==> src/rtl/mv_search_seq.sv <==
module mv_search_seq #(
  parameter int RANGE = 8,
  parameter int STEP  = 4,
  parameter int SADW  = 16,
  localparam int VW   = $clog2(RANGE + 1) + 1,
  localparam int NPT  = 2 * RANGE / STEP + 1,
  localparam int NC   = NPT * NPT,
  localparam int IW   = $clog2(NC + 1)
) (
  input  logic                   clk,
  input  logic                   rst_n,
  input  logic                   start,
  input  logic signed [VW-1:0]   pred_x,
  input  logic signed [VW-1:0]   pred_y,
  output logic                   cand_valid,
  output logic signed [VW-1:0]   cand_x,
  output logic signed [VW-1:0]   cand_y,
  input  logic                   sad_valid,
  input  logic [SADW-1:0]        sad_in,
  output logic                   done,
  output logic signed [VW-1:0]   mv_x,
  output logic signed [VW-1:0]   mv_y
);
  typedef enum logic [2:0] {S_IDLE, S_ISSUE, S_WAIT, S_ADV, S_FIN} st_t;

  st_t                 st;
  logic                fine, pred_used;
  logic [IW-1:0]       idx;
  logic signed [VW-1:0] px, py, ctr_x, ctr_y, best_x, best_y;
  logic [SADW-1:0]     best_sad;
  int                  xi, yi;
  logic                in_rng, on_lat, is_pred, skip, last_coarse;

  always_comb begin
    xi = 0;
    yi = 0;
    if (!fine) begin
      if (int'(idx) < NC) begin
        xi = -RANGE + (int'(idx) % NPT) * STEP;
        yi = -RANGE + (int'(idx) / NPT) * STEP;
      end else begin
        xi = int'(px);
        yi = int'(py);
      end
    end else begin
      case (idx[1:0])
        2'd0:    begin xi = int'(ctr_x);     yi = int'(ctr_y) - 1; end
        2'd1:    begin xi = int'(ctr_x) - 1; yi = int'(ctr_y);     end
        2'd2:    begin xi = int'(ctr_x) + 1; yi = int'(ctr_y);     end
        default: begin xi = int'(ctr_x);     yi = int'(ctr_y) + 1; end
      endcase
    end
  end

  assign last_coarse = !fine && int'(idx) == NC;
  assign in_rng  = xi >= -RANGE && xi <= RANGE && yi >= -RANGE && yi <= RANGE;
  assign on_lat  = ((xi + RANGE) % STEP == 0) && ((yi + RANGE) % STEP == 0);
  assign is_pred = pred_used && xi == int'(px) && yi == int'(py);
  assign skip    = !in_rng || ((fine || last_coarse) && on_lat) || (fine && is_pred);

  assign cand_valid = st == S_ISSUE && !skip;
  assign cand_x     = xi[VW-1:0];
  assign cand_y     = yi[VW-1:0];
  assign done       = st == S_FIN;
  assign mv_x       = best_x;
  assign mv_y       = best_y;

  always_ff @(posedge clk) begin
    if (!rst_n) begin
      st        <= S_IDLE;
      fine      <= 1'b0;
      pred_used <= 1'b0;
      idx       <= '0;
      px        <= '0;
      py        <= '0;
      ctr_x     <= '0;
      ctr_y     <= '0;
      best_x    <= '0;
      best_y    <= '0;
      best_sad  <= '0;
    end else begin
      case (st)
        S_IDLE: if (start) begin
          px        <= pred_x;
          py        <= pred_y;
          fine      <= 1'b0;
          pred_used <= 1'b0;
          idx       <= '0;
          st        <= S_ISSUE;
        end
        S_ISSUE: begin
          if (skip) st <= S_ADV;
          else begin
            if (last_coarse) pred_used <= 1'b1;
            st <= S_WAIT;
          end
        end
        S_WAIT: if (sad_valid) begin
          if ((!fine && idx == '0) || sad_in < best_sad) begin
            best_sad <= sad_in;
            best_x   <= cand_x;
            best_y   <= cand_y;
          end
          st <= S_ADV;
        end
        S_ADV: begin
          if (last_coarse) begin
            fine  <= 1'b1;
            idx   <= '0;
            ctr_x <= best_x;
            ctr_y <= best_y;
            st    <= S_ISSUE;
          end else if (fine && idx == IW'(3)) begin
            st <= S_FIN;
          end else begin
            idx <= idx + 1'b1;
            st  <= S_ISSUE;
          end
        end
        default: st <= S_IDLE;
      endcase
    end
  end
endmodule

==> config.mk <==
export PLATFORM = sky130hd
export DESIGN_NAME = mv_search_seq
export DESIGN_NICKNAME = d
export VERILOG_FILES = /design/src/rtl/mv_search_seq.sv
export SDC_FILE = /design/constraint.sdc
export NUM_CORES = 1
export LEC_CHECK = 0
export BUFFER_PORTS_ARGS = -buffer_cell sky130_fd_sc_hd__buf_2
export CAP_MARGIN = 40
export CELL_PAD_IN_SITES_DETAIL_PLACEMENT = 0
export CELL_PAD_IN_SITES_GLOBAL_PLACEMENT = 2
export CORE_ASPECT_RATIO = 1.5
export CORE_MARGIN = 2
export CORE_UTILIZATION = 36
export DETAILED_ROUTE_END_ITERATION = 12
export HOLD_SLACK_MARGIN = 0.02
export PLACE_DENSITY = 0.84
export SLEW_MARGIN = 25
export SYNTH_ARGS = -nofsm -noshare
export SYNTH_HDL_FRONTEND = slang
export SYNTH_SLANG_ARGS = --single-unit
==> constraint.sdc <==
create_clock -name clk -period 6.25 [get_ports clk]
set_clock_uncertainty 0.1 [all_clocks]
set_input_delay 0.9375 -clock clk [delete_from_list [all_inputs] [get_ports clk]]
set_output_delay 0.9375 -clock clk [all_outputs]
set_load 0.05 [all_outputs]
==> results of run 1 <==
## power by group
part           leakage (nW)  switching (mW)  internal, mW
sequential            0.456          0.0194         0.372
clock                0.0857           0.138         0.192
combinational          1.85           0.171         0.130
total                  2.39           0.328         0.694
## placed cells by master, fill, tap and decap left out, drive strengths merged, types with 4 or more instances in the layout
| cell type | instances |
|---|---|
| a2111oi | 4 |
| nand2 | 51 |
| o22ai | 5 |
| nand3 | 10 |
| nor2b | 46 |
| clkbuf | 5 |
| a21boi | 17 |
| xnor2 | 16 |
| a21o | 15 |
| nand4 | 4 |
| inv | 31 |
| o31ai | 5 |
| a31oi | 6 |
| nor2 | 32 |
| xor2 | 8 |
| ha | 34 |
| and2 | 5 |
| dfxtp | 56 |
| a21oi | 32 |
| nand3b | 5 |
| o21a | 4 |
| nand2b | 13 |
| nor3 | 9 |
| o21ai | 21 |
| mux2 | 5 |
| buf | 80 |
| mux2i | 40 |
## cells by family after synthesis
| family | synth area share [%] |
|---|---|
| adders and majority gates | 9.99 |
| DFF | 23.6 |
| AOI/OAI and AO/OA | 23.4 |
| buffers and inverters | 5.44 |
| muxes | 9.59 |
| and+or+nand+nor | 23.6 |
| xor gates and xnor gates | 4.42 |
## worst max-delay path, cell delays in order (launching register included)
cell	delay, ps
dfxtp_4	370
and3b_1	240
nor2_2	60
ha_2	180
and3b_2	210
a31o_4	240
nor3_4	240
xnor2_2	180
ha_2	260
o22ai_1	150
o41ai_4	460
nand3b_1	170
a21boi_4	180
ha_4	250
nand2_4	60
a21oi_4	60
a21oi_4	150
inv_2	50
or3b_4	380
a2111oi_4	280
a32oi_2	220
nor3b_4	250
buf_6	180
## state kept, by name, summed over array words and instances (netlist names)
signal	flops
best_sad	16
ctr_x	5
ctr_y	5
fine	1
idx	5
mv_x	5
mv_y	5
pred_used	1
px	5
py	5
st	3
## synth_stat cells (2+ instances only)
| cell | n |
|---|---|
| and4_1 | 3 |
| and3b_1 | 2 |
| xor2_1 | 8 |
| a21oi_1 | 31 |
| a31oi_1 | 5 |
| and4b_1 | 3 |
| nor2_2 | 3 |
| inv_1 | 30 |
| o22ai_1 | 5 |
| o21ai_0 | 18 |
| buf_2 | 6 |
| ha_1 | 34 |
| mux2_2 | 5 |
| xnor2_1 | 16 |
| nor2b_1 | 46 |
| clkbuf_1 | 17 |
| nor3_1 | 8 |
| nor4b_1 | 2 |
| nand4_1 | 4 |
| nor3b_1 | 3 |
| nand2b_1 | 13 |
| a2111oi_0 | 2 |
| or2_2 | 3 |
| o31ai_1 | 5 |
| nand2_1 | 50 |
| o31a_1 | 2 |
| buf_4 | 2 |
| a21boi_0 | 13 |
| and2_1 | 5 |
| mux2i_1 | 40 |
| a21boi_1 | 4 |
| and3_1 | 3 |
| fa_1 | 2 |
| nor2_1 | 29 |
| dfxtp_1 | 56 |
| o21ai_1 | 2 |
| a311oi_1 | 2 |
| buf_6 | 3 |
| nand3_1 | 10 |
| a21o_1 | 15 |
| o22a_1 | 3 |
| o211ai_1 | 3 |
| o21a_1 | 4 |
| or3_1 | 3 |
| nand3b_1 | 5 |
## routing by layer
layer	global-route usage (%)	up-vias	wire (um)
met5	0	-	0
met4	10.5	0	650
met3	1.68	34	294
met2	36.0	87	7180
met1	19.1	2015	5110
li1	-	2149	-
## timing repair
item / CTS / global route
resized for setup: 3 / 26
pin swaps: 1 / 11
cloned: 0 / 0
setup endpoints to repair: 1 / 1
buffers inserted: 1 / 9
## cell type report
| class | count | area (um2) |
|---|---|---|
| flip-flops and latches | 56 | 1130 |
| inverters | 30 | 113 |
| well taps | 159 | 199 |
| repair buffers | 80 | 497 |
| fillers | 1345 | 7300 |
| clock inverters | 3 | 46.3 |
| multi-input cells | 454 | 3540 |
| clock buffers | 5 | 125 |
## per-stage QoR
step	hold slack (ps)	total power [mW]	cells
final	406	1.02	787
after global routing	438	1.07	787
after CTS	411	1.02	778
after detailed placement	400	0.690	769
after global placement	392	0.680	767
after floorplan	349	0.609	569
## worst max-delay path by stage
stage,start,end
finish,idx[2],cand_valid
global route,idx[2],cand_valid
CTS,idx[3],cand_valid
detailed placement,idx[3],cand_valid
global placement,idx[3],cand_valid
floorplan,idx[3],cand_valid
==> impl_metrics.py, run 1 <==
metrics = {
    "sta": {
        "rsz0062_at_grt": "yes",
        "fmax_mhz": 163,
        "slew_viol_final": 0,
        "layout_min_cycle_time_ps": 6150,
        "fin_tns_setup_ps": 0,
        "worst_slew_pin_slew_ps": 746,
        "fin_ws_ps": 97.2,
        "finalSetupViolations": 0,
        "finalHoldViolations": 0,
        "period_share_pct": 98.4,
        "max_slew_margin_pct": 50.3,
    },
    "finish": {
        "postLayoutCoreUtil_pct": 43.7,
        "drive_above_1_share_pct": 23.6,
        "fin_area_um2": 5660,
        "nNetsFinal": 693,
        "syn2layout_area_growth_pct": 18.8,
        "antenna_cells": 0,
    },
    "detailed_routing": {
        "vias": 4285,
        "drt-initial-drc-count": 163,
        "drtPass1Iterations": 4,
        "drc_errors": 0,
        "detail-route-antenna-nets": 0,
        "wl_per_cell_um": 16.8,
        "route.final.wire_length_um": 13200,
        "routed_via_density": 5.44,
    },
    "floorplan": {
        "rows": 51,
        "fp.dieW_um": 97.9,
        "initial_core_util_pct": 36.7,
        "die_area_um2": 14200,
        "die_h_um": 145,
        "design.core.area_um2": 13000,
        "num_io_pins": 52,
    },
    "setup_path": {
        "worstSetupStartpointType": "flop",
        "crit_type": "flop to output pin",
        "r2r-end": "st[0]",
        "cp-end-kind": "output pin",
        "r2r_start": "idx[2]",
        "worstRegToRegCells": 22,
        "crit_fanout": 5,
        "crit_arrival_ps": 5120,
        "ff2ff_setup_slack_ps": 1210,
        "required_ps": 5210,
    },
    "cts": {
        "cts.sinks": 56,
        "cts_max_path_buffers": 2,
        "htreeDepth": 2,
        "cts_buffers": 5,
        "cts_tree": "yes",
        "root_buffer": "clkbuf_16",
        "path_clk_slew_ps": 80,
        "hold_buffers": 0,
        "clk_latency_ps": 300,
    },
    "synthesis": {
        "syn_area_um2": 4760,
        "syn_inst": 569,
        "synth-async-reset-ratio_pct": 0,
        "synthTopCellsByArea": "dfxtp_1, ha_1, mux2i_1, nor2b_1, nand2_1",
        "synth_seq_cells": 56,
        "synth_edf_count": 0,
        "syn_avg_cell_area_um2": 8.36,
        "synth.yosys.seq_area_share_pct": 23.6,
        "synth_top_area_share_pct": 23.6,
        "synth_top_cell_by_area": "dfxtp_1",
        "ys_types": 86,
        "synth-main-ff-cell": "dfxtp_1",
        "syn_nets": 635,
        "synth_warnings": 0,
    },
    "global_route": {
        "groute.usage.overall_pct": 18.5,
        "gr-total-overflow": 0,
        "grt_pass1_wl_um": 20900,
        "grt_max_degree": 53,
        "grt_pass1_vias": 4249,
        "antenna_found_initial": 0,
    },
    "placed_design": {
        "gp_congestion": 0.992,
        "pre_cts_ws_ps": 129,
        "dpl.hpwl_um": 10400,
        "place_area_um2": 5300,
        "io_buffers": 51,
    },
    "pwr": {
        "peakVddDrop_mv": 0.201,
        "powerDensity_nw_per_um2": 181,
        "p_leak_nw": 2.39,
    },
    "worst_hold_path": {
        "hold_end": "py[0]",
        "holdCritStartpoint": "py[0]",
        "hold_class": "flop to flop",
        "min_path_cells": 2,
    },
    "job": {
        "drv_cap": 0,
    },
    "outcome": {
        "status": "finished clean",
    },
}
No activity file was read; power rests on OpenSTA's default activity.
==> run 2: changes to the inputs <==
- CORE_UTILIZATION: 36 -> 37
- CTS_BUF_LIST: not set -> sky130_fd_sc_hd__clkbuf_4
- PLACE_DENSITY: 0.84 -> 0.86
==> run 2 against run 1 <==
Against the previous run: maximum frequency fell by 0.94%; clock-buffer cell count did not move; routed wire length barely moved; worst setup slack got worse by 58 ps; sequential power barely moved; final area fell by 0.86%.
==> impl_metrics.py, run 2 (same netlist as run 1, synthesis figures left out) <==
metrics = {
    "job": {
        "drv_cap": 0,
    },
    "cts": {
        "path_clk_slew_ps": 170,
        "clk_latency_ps": 400,
        "htreeDepth": 2,
        "cts_tree": "yes",
        "cts_max_path_buffers": 2,
        "root_buffer": "clkbuf_4",
        "cts.sinks": 56,
        "hold_buffers": 0,
        "cts_buffers": 5,
    },
    "worst_hold_path": {
        "hold_class": "flop to flop",
    },
    "detailed_routing": {
        "drc_errors": 0,
        "routed_via_density": 5.41,
        "drt-initial-drc-count": 135,
        "vias": 4297,
        "wl_per_cell_um": 16.7,
        "route.final.wire_length_um": 13200,
        "detail-route-antenna-nets": 0,
        "drtPass1Iterations": 4,
    },
    "global_route": {
        "grt_pass1_wl_um": 21400,
        "gr-total-overflow": 0,
        "groute.usage.overall_pct": 19.0,
        "grt_max_degree": 53,
        "antenna_found_initial": 0,
        "grt_pass1_vias": 4351,
    },
    "finish": {
        "fin_area_um2": 5610,
        "largest-register": "best_sad",
        "largest_reg_flops": 16,
        "final_common_cell": "dfxtp_1",
        "drive_above_1_share_pct": 24.5,
        "final_cells": 794,
        "postLayoutCoreUtil_pct": 44.8,
        "fill_cells": 1303,
        "nNetsFinal": 703,
        "syn2layout_area_growth_pct": 17.8,
        "layout_common_cells": "dfxtp_1, buf_2, nand2_1, nor2b_1, mux2i_1",
        "antenna_cells": 0,
    },
    "pwr": {
        "power_frac_comb_pct": 33.6,
        "p_leak_nw": 2.38,
        "p_sw_mw": 0.309,
        "seqPwrFrac_pct": 43.7,
        "power.total_mw": 0.898,
        "p_sw_share_pct": 34.4,
        "powerDensity_nw_per_um2": 160,
        "intPower_mw": 0.589,
        "peakVddDrop_mv": 0.137,
        "p_clk_share_pct": 22.7,
    },
    "placed_design": {
        "place_inst": 768,
        "place_area_um2": 5300,
        "io_buffers": 51,
        "pre_cts_ws_ps": 220,
        "dpl.hpwl_um": 10400,
        "gp_congestion": 0.878,
    },
    "setup_path": {
        "worstSetupStartpointType": "flop",
        "cp_num_buf_inv": 2,
        "cp_top_family": "simple AND/OR/NAND/NOR gates",
        "cp-end-kind": "output pin",
        "crit_type": "flop to output pin",
        "crit_fanout": 5,
        "crit_arrival_ps": 5170,
        "worstPathCellList": "and3b_2, nor2_4, ha_4, and3b_2, a31o_4, nor3_4, xnor2_2, ha_2, nand4b_1, a21oi_2, o2111ai_2, o41ai_4, nand3b_1, a21boi_2, ha_1, nand2_1, a21oi_2, a21oi_4, inv_2, or3b_4, a2111oi_4, a32oi_2, nor3b_4, buf_6",
        "crit_path_max_incr_delay_ps": 390,
        "cp_slowest_cell": "dfxtp_4",
        "required_ps": 5210,
    },
    "floorplan": {
        "design.core.area_um2": 12500,
        "fp.dieW_um": 96.6,
        "rows": 50,
        "initial_core_util_pct": 38.0,
        "num_io_pins": 52,
        "die_area_um2": 13800,
        "die_h_um": 143,
    },
    "sta": {
        "finalHoldViolations": 0,
        "fin_tns_setup_ps": 0,
        "finalSetupViolations": 0,
        "rsz0062_at_grt": "yes",
        "period_share_pct": 99.4,
        "layout_min_cycle_time_ps": 6210,
        "worst_slew_pin_slew_ps": 746,
        "slew_viol_final": 0,
        "hold_slack_ps": 417,
        "fin_ws_ps": 38.8,
        "fmax_mhz": 161,
        "max_slew_margin_pct": 49.9,
    },
    "outcome": {
        "status": "finished clean",
    },
}
==> run 2: changes by cell type in the layout (fill, tap and decap cells not counted), sizes merged <==
cell	before	now
inv	31	30
buf	80	90
clkinv	1	2
==> run 2: timing repair <==
| item | in CTS | in global routing |
|---|---|---|
| pin swaps | 2 | 12 |
| setup endpoints to repair | 1 | 1 |
| buffers inserted | 3 | 14 |
| gates resized for setup | 8 | 16 |
==> run 2: final cells by class <==
type | instances | area, um2 | area share (%)
Multi-Input combinational cell | 454 | 3500 | 62.5
Timing Repair Buffer | 90 | 587 | 10.5
Tap cell | 156 | 195 | 3.48
Inverter | 30 | 113 | 2.01
Clock buffer | 5 | 37.5 | 0.669
Clock inverter | 3 | 42.5 | 0.759
Sequential cell | 56 | 1130 | 20.1
==> run 2: worst paths after layout <==
| path | from | endpoint | slack (ps) | depth (start not counted) |
|---|---|---|---|---|
| max | idx[2] | cand_valid | 40 | 24 |
| min | py[1] | py[1] | 420 | 2 |
| max reg2reg | idx[2] | st[0] | 1220 | 24 |
| min reg2reg | py[1] | py[1] | 420 | 2 |
==> run 2: power by group through the flow <==
| stage | combinational [mW] | sequential (mW) | clock [mW] |
|---|---|---|---|
| 6_report | 0.302 | 0.393 | 0.204 |
| 2_1_floorplan | 0.209 | 0.399 | 0 |
| 3_5_place_dp | 0.289 | 0.401 | 0 |
| 3_3_place_gp | 0.280 | 0.400 | 0 |
| 4_1_cts | 0.298 | 0.393 | 0.213 |
| 5_1_grt | 0.333 | 0.395 | 0.224 |
==> run 2: routing by layer <==
layer  global-route usage (%)  up-vias  wire length, um
li1                         -     2167                -
met1                     20.2     2026             5210
met2                     37.7       72             7140
met3                     1.76       32              311
met4                     7.71        0              580
met5                        0        -                0
==> run 2: tightest hold or removal path: cells and delay by family, from the launching register on <==
family          cells  cell delay [ps]
compound gates      1               60
simple gates        1               60
flops               1              370
==> run 3: changes to the inputs <==
- RECOVER_POWER: not set -> 100
==> run 3 against run 2 <==
Against the previous run: the flow now finishes with violations (capacitance limit, slew limit); combinational power down 2%; highest routed layer unchanged; register-to-register slack hardly changed; cell count unchanged; sequential share of layout area rose by 0.25 points; via count up 0.56%; largest power group unchanged; clock power hardly changed.
==> impl_metrics.py, run 3 (same netlist as run 1, synthesis figures left out) <==
metrics = {
    "detailed_routing": {
        "routed_via_density": 5.44,
        "route.met2.wl_um": 7210,
        "drtPass1Iterations": 5,
        "vias": 4321,
        "highest_layer": "met4",
        "drt-met1-wl_um": 5260,
        "drc_errors": 0,
        "route.final.wire_length_um": 13300,
        "met3_wirelength_um": 262,
        "detail-route-antenna-nets": 0,
        "drt-initial-drc-count": 134,
        "wl_per_cell_um": 16.7,
    },
    "finish": {
        "nNetsFinal": 703,
        "drive_above_1_share_pct": 20.7,
        "fin_area_um2": 5540,
        "largest_reg_flops": 16,
        "regArea_um2": 1130,
        "final_common_cell": "dfxtp_1",
        "fill_cells": 1315,
        "antenna_cells": 0,
        "syn2layout_area_growth_pct": 16.4,
        "final_cells": 794,
        "layout_common_cells": "dfxtp_1, nand2_1, nor2b_1, mux2i_1, buf_4",
        "multi_input_area_um2": 3490,
        "largest-register": "best_sad",
    },
    "sta": {
        "layout_min_cycle_time_ps": 6200,
        "finalHoldViolations": 0,
        "finalSetupViolations": 0,
        "rsz0062_at_grt": "yes",
        "worst_slew_pin_slew_ps": 1860,
        "fin_ws_ps": 45.5,
        "slew_viol_final": 12,
        "hold_slack_ps": 416,
        "fmax_mhz": 161,
        "max_slew_margin_pct": -25.4,
        "period_share_pct": 99.3,
    },
    "floorplan": {
        "initial_core_util_pct": 38.0,
        "die_area_um2": 13800,
        "num_io_pins": 52,
        "die_h_um": 143,
        "fp.dieW_um": 96.6,
        "design.core.area_um2": 12500,
        "rows": 50,
    },
    "setup_path": {
        "setup.worst_path.start": "idx[2]",
        "crit_type": "flop to output pin",
        "crit_path_max_incr_delay_ps": 390,
        "cp-end-kind": "output pin",
        "worstSetupStartpointType": "flop",
        "worstPathCellList": "and3b_2, nor2_4, ha_4, and3b_2, a31o_4, nor3_4, xnor2_2, ha_2, nand4b_1, a21oi_2, o2111ai_2, o41ai_4, nand3b_1, a21boi_2, ha_1, nand2_1, a21oi_2, a21oi_4, inv_2, or3b_4, a2111oi_4, a32oi_2, nor3b_4, buf_6",
        "crit_arrival_ps": 5170,
        "cp_slowest_cell": "dfxtp_4",
        "cp_top_family": "simple AND/OR/NAND/NOR gates",
        "required_ps": 5210,
        "r2r_start": "idx[2]",
        "cp_num_buf_inv": 2,
        "crit_fanout": 5,
    },
    "cts": {
        "path_clk_slew_ps": 170,
        "clk_latency_ps": 400,
        "htreeDepth": 2,
        "cts_max_path_buffers": 2,
        "cts_tree": "yes",
        "root_buffer": "clkbuf_4",
        "cts.sinks": 56,
        "cts_buffers": 5,
    },
    "outcome": {
        "status": "finished with violations",
        "violations": "capacitance limit, slew limit",
    },
    "global_route": {
        "grt_max_degree": 53,
        "grt_pass1_wl_um": 21400,
        "gr-total-overflow": 0,
        "groute.usage.overall_pct": 19.0,
        "grt_pass1_vias": 4351,
        "antenna_found_initial": 0,
    },
    "placed_design": {
        "gp_congestion": 0.878,
        "place_area_um2": 5300,
        "dpl.hpwl_um": 10400,
        "io_buffers": 51,
        "pre_cts_ws_ps": 220,
        "place_inst": 768,
    },
    "job": {
        "drv_cap": 1,
    },
    "pwr": {
        "peakVddDrop_mv": 0.137,
        "powerDensity_nw_per_um2": 161,
        "power.total_mw": 0.893,
        "p_leak_nw": 2.28,
    },
    "worst_hold_path": {
        "hold_class": "flop to flop",
        "holdCritStartpoint": "py[1]",
    },
}
run 3: cell types whose count changed in the layout (fill, tap and decap cells not counted):
cell and delta:
clkbuf_1 +23, o21ai_1 -1, o21ai_0 +2, o21ai_4 -1, buf_4 -2, buf_2 -20, buf_16 -1
run 3: path summary, 6_finish.rpt:
check,depth (start not counted),end,slack (ps)
setup / recovery,24,cand_valid,50
hold / removal,2,py[1],420
hold reg to reg,2,py[1],420
setup reg to reg,24,st[0],1230
run 3: layer usage:
metal | track usage [%] | vias up
met2 | 37.7 | 76
met1 | 20.2 | 2049
met5 | 0 | -
li1 | - | 2164
met4 | 7.71 | 0
met3 | 1.76 | 32
run 3: timing repair:
| action | CTS | global route |
|---|---|---|
| buffers inserted | 3 | 14 |
| pin swaps | 2 | 12 |
| hold buffers | 0 | 0 |
| gates resized for setup | 8 | 16 |
| endpoints found under the setup margin | 1 | 1 |
| endpoints found under the hold margin | 0 | 0 |
run 3: power by group:
part	switching [mW]	total, mW	internal (mW)	leakage (nW)
sequential	0.0194	0.393	0.373	0.456
clock	0.120	0.203	0.0839	0.0428
combinational	0.169	0.297	0.129	1.79
run 3: worst reg2reg max path: cells and delay by family (launching register included):
| family | cells | cell delay [ps] |
|---|---|---|
| AOI/OAI and AO/OA | 10 | 1860 |
| buffers and inverters | 2 | 230 |
| DFF | 1 | 390 |
| and+or+nand+nor | 8 | 1480 |
| xor gates and xnor gates | 1 | 170 |
| adders and majority gates | 3 | 690 |
run 3: area by class of cell:
cell class	instances	share of cell area (%)
Multi-Input combinational cell	454	63.0
Sequential cell	56	20.4
Timing Repair Buffer	90	9.58
Tap cell	156	3.52
Inverter	30	2.03
Clock inverter	3	0.768
Clock buffer	5	0.678
run 3: metrics by stage:
| stage | utilization, % | TNS, ps |
|---|---|---|
| final | 44.3 | 0 |
| after global routing | 44.3 | -232 |
| after CTS | 43.4 | 0 |
| after detailed placement | 42.4 | 0 |
| after global placement | 42.1 | 0 |
| after floorplan | - | 0 |
